===== src/rtl/pod_pkg.sv =====
package pod_pkg;
  typedef enum logic [1:0] {
    ST_IDLE = 2'd0,
    ST_WAIT = 2'd1,
    ST_HI   = 2'd2,
    ST_LO   = 2'd3
  } seq_state_t;
endpackage


===== src/rtl/pod_cfg_split.sv =====
module pod_cfg_split #(
  parameter int CNT_W = 4
) (
  input  logic [2*CNT_W-1:0] cfg_byte,
  output logic [CNT_W-1:0]   hi_cnt,
  output logic [CNT_W-1:0]   lo_cnt
);
  // upper field is the low-phase count, lower field the high-phase count
  always_comb begin
    hi_cnt = cfg_byte[CNT_W-1:0];
    lo_cnt = cfg_byte[2*CNT_W-1:CNT_W];
  end
endmodule


===== src/rtl/pod_offset_calc.sv =====
module pod_offset_calc #(
  parameter int CNT_W = 4,
  parameter int OFS_W = 4,
  parameter int DLY_W = 5
) (
  input  logic [OFS_W-1:0] ofs,
  input  logic             sh,
  input  logic [CNT_W-1:0] lo_cnt,
  output logic [DLY_W-1:0] delay
);
  // without start-high the code is used directly; with it the upper code
  // range maps to the offset field plus one full low phase
  always_comb begin
    if (sh)
      delay = DLY_W'(ofs) + DLY_W'(lo_cnt) + DLY_W'(1);
    else
      delay = DLY_W'(ofs);
  end
endmodule


===== src/rtl/pod_seq.sv =====
module pod_seq
  import pod_pkg::*;
#(
  parameter int CNT_W = 4,
  parameter int DLY_W = 5
) (
  input  logic             clk,
  input  logic             rst,
  input  logic             hold_i,
  input  logic [DLY_W-1:0] delay_i,
  input  logic [CNT_W-1:0] hi_i,
  input  logic [CNT_W-1:0] lo_i,
  output logic             out_o
);
  localparam int CW = (DLY_W > CNT_W) ? DLY_W : CNT_W;

  seq_state_t    st_q;
  logic [CW-1:0] cnt_q;
  logic          out_q;

  always_ff @(posedge clk) begin
    if (rst || hold_i) begin
      st_q  <= ST_IDLE;
      cnt_q <= '0;
      out_q <= 1'b0;
    end else begin
      unique case (st_q)
        ST_IDLE: begin
          if (delay_i == '0) begin
            st_q  <= ST_HI;
            cnt_q <= CW'(hi_i);
            out_q <= 1'b1;
          end else begin
            st_q  <= ST_WAIT;
            cnt_q <= CW'(delay_i - DLY_W'(1));
          end
        end
        ST_WAIT: begin
          if (cnt_q == '0) begin
            st_q  <= ST_HI;
            cnt_q <= CW'(hi_i);
            out_q <= 1'b1;
          end else begin
            cnt_q <= cnt_q - CW'(1);
          end
        end
        ST_HI: begin
          if (cnt_q == '0) begin
            st_q  <= ST_LO;
            cnt_q <= CW'(lo_i);
            out_q <= 1'b0;
          end else begin
            cnt_q <= cnt_q - CW'(1);
          end
        end
        default: begin
          if (cnt_q == '0) begin
            st_q  <= ST_HI;
            cnt_q <= CW'(hi_i);
            out_q <= 1'b1;
          end else begin
            cnt_q <= cnt_q - CW'(1);
          end
        end
      endcase
    end
  end

  assign out_o = out_q;

  // run-length of the high level, used only by the checks below
  logic [CNT_W+1:0] hi_run_q;
  always_ff @(posedge clk) begin
    if (rst)
      hi_run_q <= '0;
    else if (out_q)
      hi_run_q <= hi_run_q + 1'b1;
    else
      hi_run_q <= '0;
  end

  // strobe forces the output low on the following cycle
  a_r6_hold_forces_low: assert property (@(posedge clk) disable iff (rst)
    hold_i |=> !out_o);

  // output stays low while the offset is still being counted
  a_r4_wait_is_low: assert property (@(posedge clk) disable iff (rst)
    (st_q == ST_WAIT) |-> !out_o);

  // a high phase never outlasts the largest programmable count
  a_r2_high_bounded: assert property (@(posedge clk) disable iff (rst)
    hi_run_q <= (CNT_W+2)'(1 << CNT_W));

  // a high phase always ends in the low phase, never in waiting
  a_r2_fall_to_low: assert property (@(posedge clk) disable iff (rst)
    (!hold_i && $fell(out_o)) |-> (st_q == ST_LO));
endmodule


===== src/rtl/phase_offset_divider.sv =====
module phase_offset_divider #(
  parameter int CNT_W = 4,
  parameter int OFS_W = 4
) (
  input  logic               clk,
  input  logic               rst,
  input  logic               sync_in,
  input  logic [2*CNT_W-1:0] div_cfg,
  input  logic [OFS_W-1:0]   phase_ofs,
  input  logic               start_high,
  output logic               div_out
);
  localparam int DLY_W = ((OFS_W > CNT_W) ? OFS_W : CNT_W) + 1;

  logic [CNT_W-1:0] hi_cnt, lo_cnt;
  logic [DLY_W-1:0] delay_calc;
  logic [DLY_W-1:0] delay_q;
  logic             hold;

  assign hold = sync_in;

  pod_cfg_split #(.CNT_W(CNT_W)) split_i (
    .cfg_byte (div_cfg),
    .hi_cnt   (hi_cnt),
    .lo_cnt   (lo_cnt)
  );

  pod_offset_calc #(.CNT_W(CNT_W), .OFS_W(OFS_W), .DLY_W(DLY_W)) calc_i (
    .ofs    (phase_ofs),
    .sh     (start_high),
    .lo_cnt (lo_cnt),
    .delay  (delay_calc)
  );

  // offset is captured only while reset or the strobe is active
  always_ff @(posedge clk) begin
    if (rst || sync_in)
      delay_q <= delay_calc;
  end

  pod_seq #(.CNT_W(CNT_W), .DLY_W(DLY_W)) seq_i (
    .clk     (clk),
    .rst     (rst),
    .hold_i  (hold),
    .delay_i (delay_q),
    .hi_i    (hi_cnt),
    .lo_i    (lo_cnt),
    .out_o   (div_out)
  );

  // captured offset cannot move while the strobe is low
  a_r7_offset_frozen: assert property (@(posedge clk) disable iff (rst)
    (!sync_in && !$past(sync_in)) |-> $stable(delay_q));
endmodule


===== config.mk =====
export PLATFORM = sky130hd
export DESIGN_NAME = phase_offset_divider
export DESIGN_NICKNAME = d
export VERILOG_FILES = /design/src/rtl/pod_pkg.sv /design/src/rtl/pod_cfg_split.sv /design/src/rtl/pod_offset_calc.sv /design/src/rtl/pod_seq.sv /design/src/rtl/phase_offset_divider.sv
export SDC_FILE = /design/constraint.sdc
export NUM_CORES = 1
export LEC_CHECK = 0
export ABC_AREA = 1
export BUFFER_PORTS_ARGS = -buffer_cell sky130_fd_sc_hd__buf_2
export CAP_MARGIN = 15
export CORE_MARGIN = 5
export CORE_UTILIZATION = 55
export DETAILED_ROUTE_END_ITERATION = 6
export PLACE_DENSITY = 0.79
export SLEW_MARGIN = 20
export SYNTH_ARGS = -nofsm -noshare
export SYNTH_HDL_FRONTEND = slang
export SYNTH_HIERARCHICAL = 1
export SYNTH_SLANG_ARGS = --single-unit

===== constraint.sdc =====
create_clock -name clk -period 1.6 [get_ports clk]
set_input_delay 0.24 -clock clk [delete_from_list [all_inputs] [get_ports clk]]
set_output_delay 0.24 -clock clk [all_outputs]
set_load 0.05 [all_outputs]

### After elaboration in Yosys (flattened, before gate mapping)

Index checks and enable logic that the tools add are counted.
W data, S select, Z words.

| operators by class | value |
|---|---|
| $add $sub $neg | 4 |
| equal/unequal tests | 3 |
| multiplexer cells | 13 |
| reductions and logical operators | 7 |

Operators by type and width:

| kind | count |
|---|---|
| $mux W5 | 3 |
| $logic_not A5 Y1 | 2 |
| $pmux W5 S2 | 1 |
| $sub A5 B1 Y5 const B | 2 |
| $mux W2 | 3 |
| $add A4 B4 Y5 | 1 |
| $add A5 B1 Y5 const B | 1 |
| $mux W4 | 1 |
| $ne A2 B1 Y1 const B | 2 |
| $pmux W2 S2 | 1 |
| $mux W1 | 3 |
| $reduce_and A3 Y1 | 1 |
| $eq A2 B2 Y1 const B | 1 |
| $logic_not A2 Y1 | 1 |
| $pmux W1 S2 | 1 |
| $reduce_and A2 Y1 | 1 |
| $reduce_bool A2 Y1 | 1 |
| $logic_or A1 B1 Y1 | 1 |

| storage, ports and cells | value |
|---|---|
| register bits after elaboration | 13 |
| bits of input ports | 16 |
| output and inout bits | 1 |
| logic and storage cells | 32 |

### Logic depth before layout (Yosys ltp)

Gate-level depths: netlist of the first run.

| depth | value |
|---|---|
| depth in word-level cells | 3 |
| gate-level depth with buffers | 10 |
| mapped depth without buffers | 10 |

### Hierarchy

The synthesis of the first run kept the hierarchy.

Modules (own cells, without submodules):

| module | instances | cells each | area each (um^2) |
|---|---|---|---|
| pod_seq | 1 | 110 | 675.6 |
| pod_offset_calc | 1 | 30 | 183.9 |
| phase_offset_divider | 1 | 8 | 161.4 |
| pod_cfg_split | 1 | 8 | 60.1 |

### Worst setup path after synthesis of the first run

Ideal clock, no wire load.

| timing | value |
|---|---|
| path kind | input to register |
| from | input div_cfg[4] |
| to | register delay_q[2] (data pin) |
| arrival time | 1.147 ns |
| required time | 1.337 ns |
| setup slack | 0.189 ns |
| stages on the path | 6 |
| buffers on the path | 1 |
| cell sequence | buf_4 > inv_1 > ha_1 > fa_1 > xor2_1 > o21ai_0 |

| between the ends | value |
|---|---|
| longest elaborated chain between the ends | 3 |

Ends and longest elaborated chain:

| element | RTL line | RTL |
|---|---|---|
| start, declared | phase_offset_divider.sv:8 | `input logic [2*CNT_W-1:0] div_cfg,` |
| $add A4 B4 Y5 | pod_offset_calc.sv:15 | `delay = DLY_W'(ofs) + DLY_W'(lo_cnt) + DLY_W'(1);` |
| $add A5 B1 Y5 | pod_offset_calc.sv:15 |  |
| $mux W4 | pod_offset_calc.sv:14 | `if (sh)` |
| named net delay_calc[2] | phase_offset_divider.sv:16 | `logic [DLY_W-1:0] delay_calc;` |
| end signal, assigned | phase_offset_divider.sv:38 | `delay_q <= delay_calc;` |
| end, declared | phase_offset_divider.sv:17 | `logic [DLY_W-1:0] delay_q;` |

The timed path passes the listed nets, and every way through them passes these cells.
A chain may end at the register's enable or synchronous reset.

### Final worst setup path of the first run

| timing | value |
|---|---|
| from | register delay_q[0] |
| to | register seq_i.cnt_q[3] |

| between the ends | value |
|---|---|
| longest elaborated chain between the ends | 3 |
| elaborated cells between the ends (all ways) | 4 |
| classes of those cells | add/sub (1); mux (2); reduce/logical (1) |

Ends and longest elaborated chain:

| element | RTL line | RTL |
|---|---|---|
| $sub A5 B1 Y5 or $logic_not A5 Y1 (tied branches) | pod_seq.sv:35, pod_seq.sv:29 |  |
| $mux W5 * | pod_seq.sv:29 | `if (delay_i == '0) begin` |
| $pmux W5 S2 * | pod_seq.sv:27 | `unique case (st_q)` |
| end signal, assigned | pod_seq.sv:31 | `cnt_q <= CW'(hi_i);` |
| end signal, assigned | pod_seq.sv:35 | `cnt_q <= CW'(delay_i - DLY_W'(1));` |
| end signal, assigned | pod_seq.sv:41 | `cnt_q <= CW'(hi_i);` |
| end, declared | pod_seq.sv:18 | `logic [CW-1:0] cnt_q;` |

Every way passes the cells marked *; elsewhere a longest branch is shown, timed or not.

==> out/results.ini, run 1 <==
[synth]
synth.avg_cell_area_um2 = 6.930
netlist_instances = 156
async_flop_share = 0
synth_edf_count = 5
synth_cell_type_count = 22
ys_seq_elements = 13
synth-main-ff-cell = dfxtp_1
synth_area_um2 = 1081
syn_nets = 179
synth_seq_area_share = 0.2870
yosysWarnings = 6

[timing]
period_needed_ns = 1.437
hold_ws_ns = 0.2499
slew_violations = 0
setup_viol = 0
worstMarginPinSlew_ns = 0.5534
clock_skew_ns = 0.0004080
slew_headroom = 0.6297
rsz0062_at_grt = false
setup_tns_ns = 0
report.final.hold_viol_count = 0
fin_crit_sh = 0.8981
fmax_mhz = 695.9

[critical_path]
crit_arrival_ns = 1.62
cpLargestDelayFamily = simple AND/OR/NAND/NOR gates
endpoint_kind = flip-flop
worstSetupPathType = reg -> reg
worstReg2RegEnd = seq_i/cnt_q[3]
worst_setup_path_start_kind = flip-flop
cp_slowest_cell = edfxtp_1
path_max_fanout = 5
path_buf_inv = 2
cp_slowest_stage_delay_ns = 0.41
rr_worst_depth = 9
r2r-start = delay_q[0]
path_cells = inv_1 > ha_1 > nand3_2 > nand2_1 > inv_1 > nand2_1 > nand3_1 > nor2_1 > nor2_1
required_ns = 1.78
reg2reg_slack_ns = 0.16

[global_route]
grt_max_degree = 11
gr-total-overflow = 0
grt_pass1_wl_um = 3884
antenna_found_initial = 0
grt_pass1_vias = 950
grtUsageTotal = 0.1838

[drt]
routedWlPerCell_um = 11.60
drt-initial-drc-count = 23
via_per_inst = 5.056
first_pass_iters = 5
vias = 991
ant_nets = 0
wirelength_um = 2274
drc = 0

[clock_network]
cts-root-buf = clkbuf_4
htree_num_levels = 1
clock-sinks = 13
cts_tree = built
clk_path_buf_depth = 2
cts_hold_buffers = 0
ctsResizeCount = 0
post-cts-setup-buffer-count = 0
cts_buffers = 3
clk_pin_slew_ns = 0.08
clkLatencyLatePin_ns = 0.28

[power_and_ir_drop]
peakVddDrop_mv = 0.4929
seqPwrFrac = 0.403
p_per_area_nw_per_um2 = 885.8
swShare = 0.3858
clockPowerShare = 0.204
leakage_nw = 0.6239
p_switching_mw = 0.3993
power_mw = 1.035
internal_power_mw = 0.6359
pwr-share-comb = 0.393

[placed_design]
io_buffers = 16
gp_congestion = 0.8554
dp_cells = 192
dpl.hpwl_um = 1847

[floorplan]
initial_core_util = 0.5625
rows = 16
io_pins = 17
die_area_um2 = 2952
die_width_um = 54.34
core_area_um2 = 1922
fp.dieH_um = 54.34

[finish]
multi_input_area_um2 = 613.1
syn2layout_area_growth_pct = 8.102
num_antenna_cells = 0
nFillCells = 197
seq_area_um2 = 310.3
fin_cells = 196
final_util = 0.6081
drive_above_1_share = 0.1953
final_nets = 193

[worst_hold_path]
holdCritStartpoint = phase_ofs[3]
hp-class = in -> reg
hold_path_end = delay_q[3]
hold-path-cell-count = 3

[run_status]
status = complete, no violations

[flow_run]
maxCapViolCount = 0

metal layers:
| layer | share of wire | GRT usage | vias to the layer above |
|---|---|---|---|
| met5 | 0 | 0 | - |
| met4 | 0.025 | 0.09959 | 0 |
| met3 | 0.052 | 0.02180 | 4 |
| met2 | 0.52 | 0.3546 | 25 |
| met1 | 0.40 | 0.1886 | 444 |
| li1 | - | - | 518 |
cells in the final DEF (no fill, tap or decap):
| cell type | instances |
|---|---|
| a21oi_1 | 5 |
| buf_2 | 16 |
| buf_4 | 1 |
| clkbuf_1 | 1 |
| clkbuf_4 | 3 |
| dfxtp_1 | 8 |
| edfxtp_1 | 5 |
| fa_1 | 1 |
| ha_1 | 6 |
| inv_1 | 23 |
| inv_2 | 3 |
| nand2_1 | 40 |
| nand2_2 | 1 |
| nand3_1 | 19 |
| nand3_2 | 1 |
| nand3_4 | 1 |
| nand3b_1 | 4 |
| nand4_1 | 2 |
| nor2_1 | 11 |
| nor2_2 | 4 |
| nor2_4 | 3 |
| o211a_1 | 1 |
| o21ai_0 | 6 |
| o21ai_1 | 1 |
| xor2_1 | 3 |
through the flow:
step                      setup slack (ns)  instance area (um^2)
after floorplan                     0.1893                  1081
after global placement              0.1663                  1142
after detailed placement           0.03724                  1142
after CTS                           0.1754                  1169
after global routing               0.04406                  1169
final                               0.1630                  1169
worst max-delay path by stage:
stage	start	end	slack, ns	depth (start not counted)
after floorplan	div_cfg[4]	delay_q[2]	0.19	6
final	delay_q[0]	seq_i/cnt_q[3]	0.16	9
after global routing	delay_q[0]	seq_i/out_o	0.04	8
after global placement	div_cfg[4]	delay_q[2]	0.17	6
after detailed placement	div_cfg[4]	delay_q[2]	0.04	6
after CTS	delay_q[0]	seq_i/cnt_q[3]	0.18	9
worst register-to-register path, stage by stage (launching register included):
cell      delay (ns)
edfxtp_1        0.41
inv_1           0.12
ha_1            0.25
nand3_2         0.15
nand2_1         0.11
inv_1           0.06
nand2_1         0.05
nand3_1         0.06
nor2_1          0.09
nor2_1          0.04
cell type report:
class                   count  area share
clock buffers               4     0.02248
inverters                  26     0.08351
multi-input cells         109      0.5246
flip-flops and latches     13      0.2655
well taps                  27     0.02891
repair buffers             17     0.07495
cells in the mapped netlist (2+ instances only):
library cell / n / area, um^2
edfxtp_1: 5 / 150.1
nor2_4: 3 / 33.78
nand4_1: 2 / 12.51
o21ai_0: 6 / 30.03
inv_1: 23 / 86.33
nor2_2: 4 / 25.02
dfxtp_1: 8 / 160.2
ha_1: 6 / 75.07
nand3_1: 19 / 95.09
a21oi_1: 5 / 25.02
nand2_1: 40 / 150.1
nor2_1: 11 / 41.29
buf_4: 8 / 60.06
inv_2: 3 / 11.26
xor2_1: 3 / 26.28
nand3b_1: 4 / 30.03
power by group through the flow:
stage               clock network, mW  registers (mW)  logic, mW
floorplan                           0           0.424      0.318
global placement                    0           0.422      0.391
detailed placement                  0           0.425      0.403
CTS                             0.213           0.417      0.406
global route                    0.229           0.421      0.463
finish                          0.211           0.417      0.407
registers in the layout (all words and copies together), names as in the netlist:
signal       count
delay_q          5
seq_i/cnt_q      5
seq_i/out_o      1
seq_i/st_q       2
cells by family (layout without fill, tap and decap cells):
family / after synthesis / after routing / synth area share
xor+xnor: 3 / 3 / 0.02431
compound gates: 13 / 13 / 0.06481
simple gates: 86 / 86 / 0.3900
flops: 13 / 13 / 0.2870
buf+inv: 34 / 47 / 0.1458
fa+ha+maj: 7 / 7 / 0.08796
No activity file was read; power rests on OpenSTA's default activity.
==> run 2: changes to the inputs <==
- CORE_UTILIZATION: 55 -> 54
- PLACE_DENSITY: 0.79 -> 0.78
- SYNTH_HIERARCHICAL: 1 -> unset
==> run 2 against run 1 <==
Against the previous run: clock-buffer cell count unchanged; die area down 5.1%; hold slack worse by 0.00099 ns; area after synthesis down 8.0%; worst setup slack better by 0.0035 ns; core utilization up 4.9 points; sequential share of layout area up 0.52 points; critical path type unchanged.
==> out/results.ini, run 2 <==
[synth]
ys_seq_elements = 13
netlist_instances = 141
synth.avg_cell_area_um2 = 7.055
synthTopCellsByCount = nand2_1, inv_1, nand3_1, nor2_1, dfxtp_1
synth_edf_count = 5
synth_cell_type_count = 25
synth_area_um2 = 994.7
yosysWarnings = 0
synth_top_area_share = 0.1610
synth.most_common_cell = nand2_1
synth_seq_area_share = 0.3119
synth-main-ff-cell = dfxtp_1
async_flop_share = 0
yosysTopAreaCell = dfxtp_1
yosys-top-cells-area = dfxtp_1, edfxtp_1, nand2_1, nand3_1, ha_1
syn_nets = 164

[critical_path]
required_ns = 1.79
path_max_fanout = 5
crit_arrival_ns = 1.62
r2r-start = delay_q[0]
startpoint = delay_q[0]
worstSetupPathType = reg -> reg
endpoint_kind = flip-flop
worst_setup_path_start_kind = flip-flop

[clock_network]
clk_path_buf_depth = 2
cts_tree = built
post-cts-setup-buffer-count = 0
ctsResizeCount = 0
cts_buffers = 3
clkLatencyLatePin_ns = 0.28
cts-root-buf = clkbuf_4
cts_hold_buffers = 0
htree_num_levels = 1
clock-sinks = 13
clk_pin_slew_ns = 0.09

[global_route]
grt_pass1_wl_um = 3850
grtUsageTotal = 0.1846
antenna_found_initial = 0
gr-total-overflow = 0
grt_max_degree = 10
grt_pass1_vias = 943

[timing]
clock_skew_ns = 0.005278
setup_viol = 0
slew_headroom = 0.7897
slew_violations = 0
fmax_mhz = 697.6
setup_tns_ns = 0
report.final.hold_viol_count = 0
fin_ws_ns = 0.1665
rsz0062_at_grt = false
fin_crit_sh = 0.8959
worstMarginPinSlew_ns = 0.3151
period_needed_ns = 1.433

[finish]
num_antenna_cells = 0
syn2layout_area_growth_pct = 15.22
design_area_um2 = 1146
mostFrequentLayoutCell = nand2_1
drive_above_1_share = 0.2209
top_regs = delay_q: 5 flops, seq_i.cnt_q: 5 flops, seq_i.st_q: 2 flops
final_nets = 187
final_cell_mix = nand2_1, inv_1, nand3_1, buf_2, nor2_1

[drt]
ant_nets = 0
drc = 0
vias = 970
routedWlPerCell_um = 11.93
first_pass_iters = 4
via_per_inst = 5.160
drt-initial-drc-count = 17
wirelength_um = 2243

[run_status]
status = complete, no violations

[placed_design]
io_buffers = 16
pre_cts_ws_ns = 0.01154
place_area_um2 = 1117
gp_congestion = 0.8560
dpl.hpwl_um = 1816

[power_and_ir_drop]
peakVddDrop_mv = 0.5197
internal_power_mw = 0.6420
seqPwrFrac = 0.400
pwr-share-comb = 0.394
leakage_nw = 0.5686
p_switching_mw = 0.3946
p_per_area_nw_per_um2 = 904.5
swShare = 0.3807
clockPowerShare = 0.207

[floorplan]
fp.dieH_um = 52.92
initial_core_util = 0.5699
die_area_um2 = 2801
rows = 15
die_width_um = 52.92
core_area_um2 = 1745
io_pins = 17

[worst_hold_path]
hp-class = in -> reg
holdCritStartpoint = start_high

[flow_run]
maxCapViolCount = 0

[run 2: cell count changes after synthesis, sizes merged, moves of 2 or more]
cell and change:
buf -7, inv -5, nand2 -2, nand3 -3, o21ai +4
[run 2: metrics by stage]
stage          hold WS, ns  std cells  utilization  total power, mW
3_3_place_gp        0.4495        184       0.6401           0.8075
5_1_grt             0.2441        188       0.6566            1.115
3_5_place_dp        0.4508        184       0.6401           0.8247
6_report            0.2489        188       0.6566            1.037
2_1_floorplan       0.4186        141            -           0.7323
4_1_cts             0.2383        188       0.6552            1.037
[run 2: final timing paths]
check | endpoint | slack, ns | cells past startpoint
max | seq_i.cnt_q[3] | 0.17 | 9
min | delay_q[1] | 0.25 | 3
max reg2reg | seq_i.cnt_q[3] | 0.17 | 9
min reg2reg | seq_i.out_o | 0.46 | 2
[run 2: layout make-up]
| cell class | count | area, um^2 |
|---|---|---|
| Clock buffer | 4 | 26.28 |
| Fill cell | 173 | 599.3 |
| Inverter | 22 | 82.58 |
| Multi-Input combinational cell | 105 | 593.1 |
| Sequential cell | 13 | 310.3 |
| Tap cell | 25 | 31.28 |
| Timing Repair Buffer | 19 | 102.6 |
[run 2: layer usage]
metal	up-vias	wire (um)	track usage
li1	499	-	-
met1	441	854	0.1948
met2	26	1271	0.3554
met3	4	84	0.03662
met4	0	32	0.06383
met5	-	0	0
[run 2: cell families after synthesis]
| logic type | count (synthesis) | share of synthesized area |
|---|---|---|
| flops | 13 | 0.3119 |
| buf+inv | 23 | 0.09434 |
| compound gates | 17 | 0.09560 |
| xor+xnor | 3 | 0.02642 |
| fa+ha+maj | 7 | 0.09560 |
| simple gates | 78 | 0.3761 |
[run 2: power groups by stage]
stage | sequential, mW | clock, mW | combinational (mW)
3_3_place_gp | 0.421 | 0 | 0.387
5_1_grt | 0.420 | 0.230 | 0.465
6_report | 0.414 | 0.214 | 0.408
4_1_cts | 0.414 | 0.218 | 0.405
3_5_place_dp | 0.422 | 0 | 0.403
2_1_floorplan | 0.421 | 0 | 0.311
[run 2: worst max-delay path: stages (launching register included)]
cell and delay [ns]:
edfxtp_1 0.37, inv_1 0.13, ha_2 0.24, nand3_2 0.13, nand2_1 0.14, inv_1 0.05
nand2_1 0.05, nand3_1 0.08, nor2_1 0.10, nor2_1 0.04
